<file path="src/rtl/tmr_pkg.sv">
package tmr_pkg;

    localparam int DATA_W    = 32;
    localparam int VEC_W     = 8;
    localparam int SHIFT_W   = 3;
    localparam int MAX_SHIFT = 7;
    localparam int PRE_W     = MAX_SHIFT;

    localparam logic [11:0] OFF_CTRL  = 12'h320;
    localparam logic [11:0] OFF_START = 12'h380;
    localparam logic [11:0] OFF_NOW   = 12'h390;
    localparam logic [11:0] OFF_DIV   = 12'h3E0;

    localparam int BIT_PERIODIC = 17;
    localparam int BIT_MASK     = 16;

    typedef enum logic [1:0] {
        ST_IDLE,
        ST_COUNT,
        ST_WRAP,
        ST_DONE
    } tmr_state_e;

    typedef struct packed {
        logic             periodic;
        logic             mask;
        logic [VEC_W-1:0] vector;
    } tmr_ctl_t;

    // Divide code bits {3,1,0} plus one, modulo eight, gives log2 of the divisor.
    function automatic logic [SHIFT_W-1:0] div_shift(input logic [3:0] code);
        logic [SHIFT_W-1:0] sel;
        sel = {code[3], code[1], code[0]};
        return sel + SHIFT_W'(1);
    endfunction

endpackage

</file>
<file path="src/rtl/tmr_prescaler.sv">
module tmr_prescaler
    import tmr_pkg::*;
(
    input  logic               clk,
    input  logic               rst_n,
    input  logic               restart_i,
    input  logic [SHIFT_W-1:0] shift_i,
    output logic               tick_o
);

    logic [PRE_W-1:0] div_cnt_q;
    logic [PRE_W-1:0] div_mask;

    assign div_mask = ~({PRE_W{1'b1}} << shift_i);
    assign tick_o   = ((div_cnt_q & div_mask) == div_mask);

    always_ff @(posedge clk or negedge rst_n) begin
        if (!rst_n) begin
            div_cnt_q <= '0;
        end else if (restart_i) begin
            div_cnt_q <= '0;
        end else begin
            div_cnt_q <= div_cnt_q + PRE_W'(1);
        end
    end

    // for a divisor above one, two ticks are never adjacent
    a_r2_tick_spacing: assert property (@(posedge clk) disable iff (!rst_n)
        (tick_o && shift_i != '0 && !restart_i) |=> (!tick_o || shift_i != $past(shift_i)));

    // a restart clears the prescaler phase
    a_r3_restart_phase: assert property (@(posedge clk) disable iff (!rst_n)
        restart_i |=> (tick_o == (shift_i == '0)));

endmodule

</file>
<file path="src/rtl/tmr_regs.sv">
module tmr_regs
    import tmr_pkg::*;
#(
    parameter int ADDR_W = 12,
    parameter int CNT_W  = 32
) (
    input  logic              clk,
    input  logic              rst_n,
    input  logic              wr_i,
    input  logic [ADDR_W-1:0] addr_i,
    input  logic [DATA_W-1:0] wdata_i,
    input  logic [CNT_W-1:0]  now_count_i,
    output logic [DATA_W-1:0] rdata_o,
    output tmr_ctl_t          ctl_o,
    output logic [3:0]        div_code_o,
    output logic [CNT_W-1:0]  start_o,
    output logic              load_o
);

    localparam logic [ADDR_W-1:0] A_CTRL  = ADDR_W'(OFF_CTRL);
    localparam logic [ADDR_W-1:0] A_START = ADDR_W'(OFF_START);
    localparam logic [ADDR_W-1:0] A_NOW   = ADDR_W'(OFF_NOW);
    localparam logic [ADDR_W-1:0] A_DIV   = ADDR_W'(OFF_DIV);

    tmr_ctl_t          ctl_q;
    logic [3:0]        div_q;
    logic [CNT_W-1:0]  start_q;
    logic [DATA_W-1:0] now_ext;
    logic [DATA_W-1:0] start_ext;
    logic [DATA_W-1:0] ctl_ext;

    logic sel_ctrl, sel_start, sel_div;
    assign sel_ctrl  = wr_i && (addr_i == A_CTRL);
    assign sel_start = wr_i && (addr_i == A_START);
    assign sel_div   = wr_i && (addr_i == A_DIV);

    always_ff @(posedge clk or negedge rst_n) begin
        if (!rst_n) begin
            ctl_q   <= '{periodic: 1'b0, mask: 1'b1, vector: '0};
            div_q   <= '0;
            start_q <= '0;
        end else begin
            if (sel_ctrl) begin
                ctl_q.periodic <= wdata_i[BIT_PERIODIC];
                ctl_q.mask     <= wdata_i[BIT_MASK];
                ctl_q.vector   <= wdata_i[VEC_W-1:0];
            end
            if (sel_div) begin
                div_q <= wdata_i[3:0];
            end
            if (sel_start) begin
                start_q <= wdata_i[CNT_W-1:0];
            end
        end
    end

    generate
        if (CNT_W < DATA_W) begin : g_narrow
            assign now_ext   = {{(DATA_W-CNT_W){1'b0}}, now_count_i};
            assign start_ext = {{(DATA_W-CNT_W){1'b0}}, start_q};
        end else begin : g_full
            assign now_ext   = now_count_i;
            assign start_ext = start_q;
        end
    endgenerate

    always_comb begin
        ctl_ext               = '0;
        ctl_ext[VEC_W-1:0]    = ctl_q.vector;
        ctl_ext[BIT_MASK]     = ctl_q.mask;
        ctl_ext[BIT_PERIODIC] = ctl_q.periodic;
    end

    always_comb begin
        unique case (addr_i)
            A_CTRL:  rdata_o = ctl_ext;
            A_START: rdata_o = start_ext;
            A_NOW:   rdata_o = now_ext;
            A_DIV:   rdata_o = {{(DATA_W-4){1'b0}}, div_q};
            default: rdata_o = '0;
        endcase
    end

    assign ctl_o      = ctl_q;
    assign div_code_o = div_q;
    assign start_o    = start_q;
    assign load_o     = sel_start;

    // the start register changes only through a write at its own offset
    a_r10_start_write_only: assert property (@(posedge clk) disable iff (!rst_n)
        !sel_start |=> $stable(start_q));

endmodule

</file>
<file path="src/rtl/tmr_counter.sv">
module tmr_counter
    import tmr_pkg::*;
#(
    parameter int CNT_W = 32
) (
    input  logic             clk,
    input  logic             rst_n,
    input  logic             load_i,
    input  logic [CNT_W-1:0] load_val_i,
    input  logic [CNT_W-1:0] reload_val_i,
    input  logic             tick_i,
    input  tmr_ctl_t         ctl_i,
    output logic [CNT_W-1:0] count_o,
    output logic             irq_valid_o,
    output logic [VEC_W-1:0] irq_vector_o
);

    localparam logic [CNT_W-1:0] ONE = CNT_W'(1);

    tmr_state_e       state_q, state_d;
    logic [CNT_W-1:0] count_q, count_d;
    logic             expire;

    assign expire = !load_i && (state_q == ST_COUNT) && tick_i && (count_q == ONE);

    always_comb begin
        state_d = state_q;
        count_d = count_q;
        if (load_i) begin
            count_d = load_val_i;
            state_d = (load_val_i == '0) ? ST_IDLE : ST_COUNT;
        end else begin
            unique case (state_q)
                ST_IDLE: begin
                    count_d = '0;
                end
                ST_COUNT: begin
                    if (tick_i) begin
                        count_d = count_q - ONE;
                        if (count_q == ONE) begin
                            state_d = ctl_i.periodic ? ST_WRAP : ST_DONE;
                        end
                    end
                end
                ST_WRAP: begin
                    if (tick_i) begin
                        if (ctl_i.periodic) begin
                            count_d = reload_val_i;
                            state_d = ST_COUNT;
                        end else begin
                            state_d = ST_DONE;
                        end
                    end
                end
                ST_DONE: begin
                    count_d = '0;
                end
            endcase
        end
    end

    // state register
    always_ff @(posedge clk or negedge rst_n) begin
        if (!rst_n) begin
            state_q <= ST_IDLE;
            count_q <= '0;
        end else begin
            state_q <= state_d;
            count_q <= count_d;
        end
    end

    // outputs
    always_ff @(posedge clk or negedge rst_n) begin
        if (!rst_n) begin
            irq_valid_o  <= 1'b0;
            irq_vector_o <= '0;
        end else begin
            irq_valid_o <= expire && !ctl_i.mask;
            if (expire && !ctl_i.mask) begin
                irq_vector_o <= ctl_i.vector;
            end
        end
    end

    assign count_o = count_q;

    // the request never lasts two cycles
    a_r9_single_pulse: assert property (@(posedge clk) disable iff (!rst_n)
        irq_valid_o |=> !irq_valid_o);

    // a request only follows an unmasked control word
    a_r7_masked_quiet: assert property (@(posedge clk) disable iff (!rst_n)
        irq_valid_o |-> !$past(ctl_i.mask));

    // each tick while counting takes exactly one off the count
    a_r4_step_one: assert property (@(posedge clk) disable iff (!rst_n)
        (state_q == ST_COUNT && tick_i && !load_i) |=> (count_q == $past(count_q) - ONE));

    // the counting state never holds a zero count
    a_r4_count_nonzero: assert property (@(posedge clk) disable iff (!rst_n)
        (state_q == ST_COUNT) |-> (count_q != '0));

    // an expired one-shot stays at zero
    a_r5_done_zero: assert property (@(posedge clk) disable iff (!rst_n)
        (state_q == ST_DONE) |-> (count_q == '0));

    // the wrap tick restores the start value
    a_r6_reload: assert property (@(posedge clk) disable iff (!rst_n)
        (state_q == ST_WRAP && tick_i && ctl_i.periodic && !load_i)
            |=> (count_q == $past(reload_val_i)));

    // a zero start value parks the counter
    a_r8_zero_stops: assert property (@(posedge clk) disable iff (!rst_n)
        (load_i && load_val_i == '0) |=> (state_q == ST_IDLE && count_q == '0));

endmodule

</file>
<file path="src/rtl/countdown_irq_timer.sv">
module countdown_irq_timer
    import tmr_pkg::*;
#(
    parameter int ADDR_W = 12,
    parameter int CNT_W  = 32
) (
    input  logic              clk,
    input  logic              rst_n,
    input  logic              bus_wr_i,
    input  logic [ADDR_W-1:0] bus_addr_i,
    input  logic [31:0]       bus_wdata_i,
    output logic [31:0]       bus_rdata_o,
    output logic              irq_valid_o,
    output logic [7:0]        irq_vector_o
);

    tmr_ctl_t           ctl;
    logic [3:0]         div_code;
    logic [CNT_W-1:0]   start_val;
    logic [CNT_W-1:0]   now_count;
    logic               load;
    logic               tick;
    logic [SHIFT_W-1:0] shift;

    assign shift = div_shift(div_code);

    tmr_regs #(
        .ADDR_W (ADDR_W),
        .CNT_W  (CNT_W)
    ) u_regs (
        .clk         (clk),
        .rst_n       (rst_n),
        .wr_i        (bus_wr_i),
        .addr_i      (bus_addr_i),
        .wdata_i     (bus_wdata_i),
        .now_count_i (now_count),
        .rdata_o     (bus_rdata_o),
        .ctl_o       (ctl),
        .div_code_o  (div_code),
        .start_o     (start_val),
        .load_o      (load)
    );

    tmr_prescaler u_pre (
        .clk       (clk),
        .rst_n     (rst_n),
        .restart_i (load),
        .shift_i   (shift),
        .tick_o    (tick)
    );

    tmr_counter #(
        .CNT_W (CNT_W)
    ) u_cnt (
        .clk          (clk),
        .rst_n        (rst_n),
        .load_i       (load),
        .load_val_i   (bus_wdata_i[CNT_W-1:0]),
        .reload_val_i (start_val),
        .tick_i       (tick),
        .ctl_i        (ctl),
        .count_o      (now_count),
        .irq_valid_o  (irq_valid_o),
        .irq_vector_o (irq_vector_o)
    );

endmodule

</file>
<file path="config.mk">
export PLATFORM = sky130hd
export DESIGN_NAME = countdown_irq_timer
export DESIGN_NICKNAME = d
export VERILOG_FILES = /design/src/rtl/tmr_pkg.sv /design/src/rtl/tmr_prescaler.sv /design/src/rtl/tmr_regs.sv /design/src/rtl/tmr_counter.sv /design/src/rtl/countdown_irq_timer.sv
export SDC_FILE = /design/constraint.sdc
export NUM_CORES = 1
export LEC_CHECK = 0
export CAP_MARGIN = 20
export CORE_ASPECT_RATIO = 0.75
export CORE_MARGIN = 2
export CORE_UTILIZATION = 45
export DETAILED_ROUTE_END_ITERATION = 10
export GPL_ROUTABILITY_DRIVEN = 0
export GPL_TIMING_DRIVEN = 0
export PLACE_DENSITY = 0.72
export SETUP_SLACK_MARGIN = 0.05
export SYNTH_ARGS = -nofsm -noshare
export SYNTH_HDL_FRONTEND = slang
export SYNTH_HIERARCHICAL = 1
export SYNTH_SLANG_ARGS = --single-unit
</file>
<file path="constraint.sdc">
create_clock -name clk -period 3.15 [get_ports clk]
set_input_delay 0.945 -clock clk [delete_from_list [all_inputs] [get_ports clk]]
set_output_delay 0.945 -clock clk [all_outputs]
set_load 0.02 [all_outputs]
</file>
==> impl_metrics.ini, run 1 <==
[final_layout]
finalNonFillerCells = 930
diodes = 0
area_growth_pct = 32.31
fillers = 1113
nets = 802
multi_input_area_mm2 = 0.003860
postLayoutCoreUtil_pct = 60.85
regArea_mm2 = 0.002404
drive_gt1_share_pct = 31.26

[power_and_ir_drop]
power.share.clock_pct = 40.0
p_sw_share_pct = 27.06
peakVddDrop_v = 0.0002873
power_frac_comb_pct = 16.2
p_sw_w = 0.0009050
p_leak_nw = 3.554
p_seq_share_pct = 43.7
power_density_mw_per_mm2 = 402.4
p_int_w = 0.002439

[timing]
fin_ws_ns = -0.03960
hold_slack_ns = 0.5128
hold_violations = 0
rsz0062_at_grt = yes
layout_min_cycle_time_ns = 3.190
finClkSkew_ns = 0.009159
max_freq_mhz = 313.5
slew_violations = 0
max_slew_margin_pct = 36.27
tightest_slew_ns = 0.9472
setup_viol = 21
fin_crit_sh_pct = 101.3

[floorplanning]
coreArea_mm2 = 0.01366
row_count = 37
die_w_um = 140.4
chipHeight_um = 106.3
initial_core_util_pct = 45.99
dieArea_mm2 = 0.01493
io_pins = 88

[clock_tree]
clk_latency_ns = 0.36
root_buffer = clkbuf_16
htree_levels = 3
cts.sinks = 96
clkTransAtPathRegs_ns = 0.06
cts.path.max_buffers = 2
cts_tree = built
cts_made_buffers = 9

[synthesis]
synthMuxAreaShare_pct = 18.03
async_flop_share_pct = 100.0
ys_ff_latch = 96
synthCells = 633
synth_top_family_by_area = simple AND/OR/NAND/NOR gates
synth_warnings = 6
synth-simple-area-share_pct = 20.42
synth_compound_area_share_pct = 15.82
synth-adder-area-share_pct = 0.7968
syn_nets = 684
synthesis.area_mm2 = 0.006281
yosys.area_share.xor_xnor_pct = 1.952
synth_edf_count = 0
ys_types = 72
yosysSeqAreaShare_pct = 38.27
synthFlopType = dfrtp_1
synth_area_per_cell_um2 = 9.923

[global_routing]
grt_usage_pct = 27.79
grt_start_max_net_pins = 67
grt_pass1_wl_mm = 31.93
grt_pass1_vias = 5846
grt_antenna_before_repair = 0
overflow = 0

[worst_hold_path]
hold_class = reg2reg
whs_path_depth = 1
min-delay-start = u_cnt/irq_vector_o[0]$_DFFE_PN0P_
holdPathEnd = u_cnt/irq_vector_o[0]$_DFFE_PN0P_

[job]
drv_cap = 0

[place]
hpwl_mm = 14.04
pre_cts_ws_ns = -1.310
dp_cells = 896
port-buffer-count = 86

[critical_path]
crit_slowest_cell = clkdlybuf4s15_2
path_cells = buf_8 > buf_6 > nor3b_4 > buf_6 > nand3_4 > nor2_2 > clkdlybuf4s15_2
r2r_setup_slack_ns = 0.26
crit_arrival_ns = 2.24
r2r-end = u_cnt/count_o[13]$_DFFE_PN0P_
start_kind = input pin
reg2reg_depth = 11
worst-setup-path-type = in2out
crit_top_cell = buf_6
cpPeakStageDelay_ns = 0.27
crit_required_ns = 2.20
timing.rr.start = u_regs/div_code_o[0]$_DFFE_PN0P_
critPathMaxFanout = 6
end_kind = output port

[drt]
drtAntennaViolNets = 0
num_vias = 5937
post-route-drc-count = 0
routed_wl_mm = 20.56
first_iter_violations = 602
viasPerCell = 6.384
wl_per_cell_um = 22.11
drtPass1Iterations = 7

[run_status]
violations = negative setup slack
status = finished with violations
-- through the flow --
| stage | total power [W] | cell area [um^2] | TNS, ns |
|---|---|---|---|
| after floorplan | 0.001768 | 6299 | 0 |
| after global routing | 0.003473 | 8310 | -1.071 |
| final | 0.003344 | 8310 | -0.3629 |
| after global placement | 0.001946 | 7378 | -324.13 |
| after CTS | 0.003347 | 8225 | -0.004684 |
| after detailed placement | 0.001978 | 7408 | -82.91 |
-- cell usage after synthesis (3+ instances only) --
cell,count,share of area (%)
nor3_1,13,1.0
clkbuf_1,33,2.0
nor2_1,65,3.9
or3_1,9,0.90
nand2_1,37,2.2
inv_1,12,0.72
nand4_1,14,1.4
xor2_1,6,0.84
nand2b_1,9,0.90
buf_2,8,0.64
o31ai_1,13,1.6
nor3b_1,4,0.48
nor4_1,23,2.3
o21ai_0,26,2.1
o211ai_1,5,0.60
or2_2,5,0.50
dfrtp_1,95,38
buf_6,5,0.90
nor2b_1,5,0.50
a21oi_1,31,2.5
a31o_2,6,0.84
ha_1,4,0.80
a221oi_1,11,1.5
mux2i_1,22,3.5
mux2_4,48,11
o21a_1,4,0.48
o22ai_1,3,0.30
and3_1,5,0.50
mux2_2,17,3.0
nand3_1,11,0.88
xnor2_1,8,1.1
or4_1,5,0.60
a32o_1,4,0.64
a211oi_1,6,0.72
a22oi_1,7,0.84
a211o_1,3,0.42
a31oi_1,5,0.50
a22o_1,3,0.42
-- cell families after synthesis --
group	after synthesis
multiplexers	87
AO/OA/AOI/OAI	144
XOR/XNOR	14
flip-flops	96
buffers and inverters	62
AND/OR/NAND/NOR	226
adder cells (fa/ha/maj)	4
-- power groups by stage --
stage               Clock (W)  Combinational, W  Sequential (W)
floorplan                   0          0.000326         0.00144
global placement            0          0.000475         0.00147
detailed placement          0          0.000497         0.00148
CTS                   0.00136          0.000525         0.00146
global route          0.00140          0.000593         0.00148
finish                0.00134          0.000542         0.00146
-- critical path: cells and delay by family --
kind                   cells  cell delay [ns]
buffers and inverters      4             0.63
AND/OR/NAND/NOR            3             0.66
-- what timing repair did --
action,CTS,global route
endpoints found under the hold margin,0,0
pin swaps,25,5
endpoints found under the setup margin,74,49
resized for setup,297,14
gates cloned,2,0
hold buffers,0,0
setup buffers,13,5
-- registers in the layout, indices dropped and copies added, names as in the netlist --
name,flops
u_cnt/irq_valid_o,1
u_regs/div_code_o,4
u_cnt/irq_vector_o,8
u_cnt/count_o,32
u_pre/div_cnt_q,7
u_cnt/state_q,2
u_regs/start_o,32
u_regs/ctl_o,10
-- worst max path at each step --
stage / from / endpoint / cells after the start
2_1_floorplan: bus_addr_i[11] / bus_rdata_o[16] / 4
6_report: bus_addr_i[6] / bus_rdata_o[8] / 7
5_1_grt: bus_addr_i[6] / bus_rdata_o[8] / 7
3_5_place_dp: bus_addr_i[7] / bus_rdata_o[22] / 7
3_3_place_gp: rst_n / u_pre/div_cnt_q[4]$_DFF_PN0_ / 1
4_1_cts: bus_addr_i[6] / bus_rdata_o[28] / 8
-- routing by layer --
layer	global-route usage (%)	routed length, um
met1	37.54	8716
met2	42.72	9203
met3	8.874	2124
met4	8.658	518
met5	0	0
-- cell usage in the layout, fill, tap and decap left out, types with 5 or more instances in the layout --
master           instances
nand4_1                 14
nand3_1                 10
clkbuf_16               13
buf_2                   13
clkbuf_2                 5
buf_4                   22
dfrtp_1                 95
nor3_1                  10
nand2_1                 36
mux2_2                  17
buf_6                   33
a221oi_1                11
o31ai_1                 13
xor2_1                   6
mux2_4                  48
inv_1                   12
or4_1                    5
nand2b_1                 9
clkdlybuf4s50_1         42
nor4_1                  23
o211ai_1                 5
or3_1                    9
and3_1                   5
mux2i_1                 22
o21ai_0                 26
clkbuf_1                19
xnor2_1                  7
or2_2                    5
a21oi_1                 30
a31o_2                   6
a31oi_1                  5
a22oi_1                  7
nor2_1                  41
nor2_4                  22
-- cell type report --
type / instances / area share, %
Buffer: 48 / 4.336
Clock buffer: 9 / 2.710
Clock inverter: 6 / 1.596
Inverter: 13 / 0.6022
Multi-Input combinational cell: 475 / 46.45
Sequential cell: 96 / 28.92
Tap cell: 175 / 2.635
Timing Repair Buffer: 108 / 12.75
Note: power is estimated with default switching activity, not from simulation.
==> run 2, diff against run 1 <==
--- a/constraint.sdc
+++ b/constraint.sdc
@@ -3,2 +3,2 @@
 set_output_delay 0.945 -clock clk [all_outputs]
-set_load 0.02 [all_outputs]
+set_load 0.01 [all_outputs]
==> run 2 against run 1 <==
Effect of this change: sequential share of layout area is 0.13 points higher; register-to-register slack improved by 0.03 ns; final cell count grew 0.43%; combinational power grew 1%; largest power group unchanged; setup slack better by 0.0053 ns; the run still ends with negative setup slack left; sequential power is essentially flat; clock power shrank 9.7%; core utilization down 0.27 points; first-iteration DRC count up 13%; highest routed layer unchanged.
==> impl_metrics.ini, run 2 (synthesis results as in run 1) <==
[run_status]
status = finished with violations
violations = negative setup slack

[timing]
max_slew_margin_pct = 36.33
finClkSkew_ns = 0.006832
hold_slack_ns = 0.5056
setup_viol = 11
slew_violations = 0
rsz0062_at_grt = yes
layout_min_cycle_time_ns = 3.184
tightest_slew_ns = 0.9463
hold_violations = 0
max_freq_mhz = 314.0
fin_ws_ns = -0.03426
fin_crit_sh_pct = 101.1

[place]
port-buffer-count = 86
placed_area_mm2 = 0.007398
pre_cts_ws_ns = -1.282
hpwl_mm = 14.05

[critical_path]
crit_slowest_cell = nor3b_4
crit_start = bus_addr_i[6]
path_cells = buf_8 > buf_6 > nor3b_4 > buf_6 > nand3_4 > clkbuf_16 > nor2_4 > buf_6
reg2reg_depth = 11
crit_arrival_ns = 2.24
crit_family = buffers and inverters
cp_num_cells = 8
cpPeakStageDelay_ns = 0.25
critPathMaxFanout = 6
crit_required_ns = 2.20
start_kind = input pin
end_kind = output port
timing.rr.start = u_regs/div_code_o[0]$_DFFE_PN0P_
worst-setup-path-type = in2out
crit_top_cell = buf_6
path_buf_inv = 5

[global_routing]
grt_antenna_before_repair = 0
grt_start_max_net_pins = 60
overflow = 0
grt_pass1_vias = 5715
grt_pass1_wl_mm = 31.85
grt_usage_pct = 27.42

[clock_tree]
cts_tree = built
cts.path.max_buffers = 2
cts.sinks = 96
ctsHoldBuffers = 0
root_buffer = clkbuf_16
htree_levels = 3
clk_latency_ns = 0.35
clkTransAtPathRegs_ns = 0.07
cts_made_buffers = 9

[final_layout]
postLayoutCoreUtil_pct = 60.58
final_cell_mix = dfrtp_1 (95), mux2_4 (48), clkdlybuf4s50_1 (42), nor2_1 (42), nand2_1 (36)
fillers = 1096
finalInstanceArea_mm2 = 0.008273
mostFrequentLayoutCell = dfrtp_1
diodes = 0
area_growth_pct = 31.71
nets = 805
drive_gt1_share_pct = 32.02

[drt]
num_vias = 5954
post-route-drc-count = 0
viasPerCell = 6.375
wl_per_cell_um = 22.22
routed_wl_mm = 20.75
drtPass1Iterations = 7
first_iter_violations = 680
drtAntennaViolNets = 0

[worst_hold_path]
whs_path_depth = 1
hold_class = reg2reg
min-delay-start = u_pre/div_cnt_q[0]$_DFF_PN0_

[job]
drv_cap = 0

[floorplanning]
coreArea_mm2 = 0.01366
dieArea_mm2 = 0.01493
die_w_um = 140.4
row_count = 37
io_pins = 88
chipHeight_um = 106.3
initial_core_util_pct = 45.99

[power_and_ir_drop]
p_total_w = 0.003215
power_density_mw_per_mm2 = 388.6
peakVddDrop_v = 0.0002793
p_leak_nw = 3.561
run 2: cell count changes in the layout (fill, tap and decap cells not counted), moves of 2 or more:
| cell | before | now |
|---|---|---|
| buf_4 | 22 | 19 |
| clkbuf_2 | 5 | 11 |
| a22oi_2 | 0 | 2 |
| a22oi_1 | 7 | 5 |
| dlygate4sd2_1 | 4 | 2 |
| bufinv_16 | 4 | 2 |
| nor2_4 | 22 | 20 |
| buf_8 | 1 | 3 |
| buf_2 | 13 | 15 |
| clkdlybuf4s15_2 | 2 | 0 |
run 2: final cells by class:
cell class              count  area (um^2)  area share, %
multi-input cells         475         3854          46.58
flip-flops and latches     96         2404          29.05
plain buffers              48        356.6          4.310
well taps                 175        219.0          2.647
clock inverters             7        95.09          1.149
repair buffers            111         1067          12.90
inverters                  13        52.55         0.6352
clock buffers               9        225.2          2.722
run 2: path summary, 6_finish.rpt:
| check | slack, ns | to |
|---|---|---|
| min in group asynchronous | 0.58 | u_cnt/count_o[14]$_DFFE_PN0P_ |
| max in group asynchronous | 1.84 | u_regs/ctl_o[8]$_DFFE_PN1P_ |
| min | 0.51 | u_pre/div_cnt_q[0]$_DFF_PN0_ |
| min reg2reg | 0.51 | u_pre/div_cnt_q[0]$_DFF_PN0_ |
| max | -0.03 | bus_rdata_o[13] |
| max reg2reg | 0.29 | u_cnt/count_o[23]$_DFFE_PN0P_ |
run 2: metal layers:
| metal | part of all wire, % | global-route usage, % | wire length, um |
|---|---|---|---|
| met1 | 43 | 39.07 | 8944 |
| met2 | 44 | 41.32 | 9130 |
| met3 | 10 | 6.532 | 2160 |
| met4 | 2.5 | 8.658 | 517 |
| met5 | 0 | 0 | 0 |
run 2: where the power goes:
group          switching [W]  internal (W)
clock               0.000510      0.000698
sequential          0.000131       0.00133
combinational       0.000283      0.000266
total               0.000924       0.00229
run 2: worst reg2reg max path, stage by stage, from the launching register on:
cell and delay [ns]:
dfrtp_1 0.42, ha_1 0.22, xor2_1 0.23, a21o_1 0.15, a222oi_1 0.09, buf_4 0.16
inv_1 0.08, a22oi_1 0.10, nor2_2 0.44, clkbuf_1 0.58, a21oi_1 0.11, o32ai_1 0.18
run 2: stage by stage:
step / TNS [ns] / std cells
2_1_floorplan: 0 / 633
3_3_place_gp: -322.29 / 894
3_5_place_dp: -79.19 / 896
4_1_cts: 0 / 927
5_1_grt: -0.9106 / 934
6_report: -0.2120 / 934
run 2: repair_timing:
action,in CTS,in global routing
cloned,2,1
resized for setup,236,51
setup endpoints to repair,74,58
buffers inserted,15,6
pin swaps,10,21
==> run 3, diff against run 2 <==
Settings changed: CTS_BUF_LIST from default to sky130_fd_sc_hd__clkbuf_16.
==> results of run 3 <==
Same layout as run 2: the final DEF is identical, and so are final timing and power.
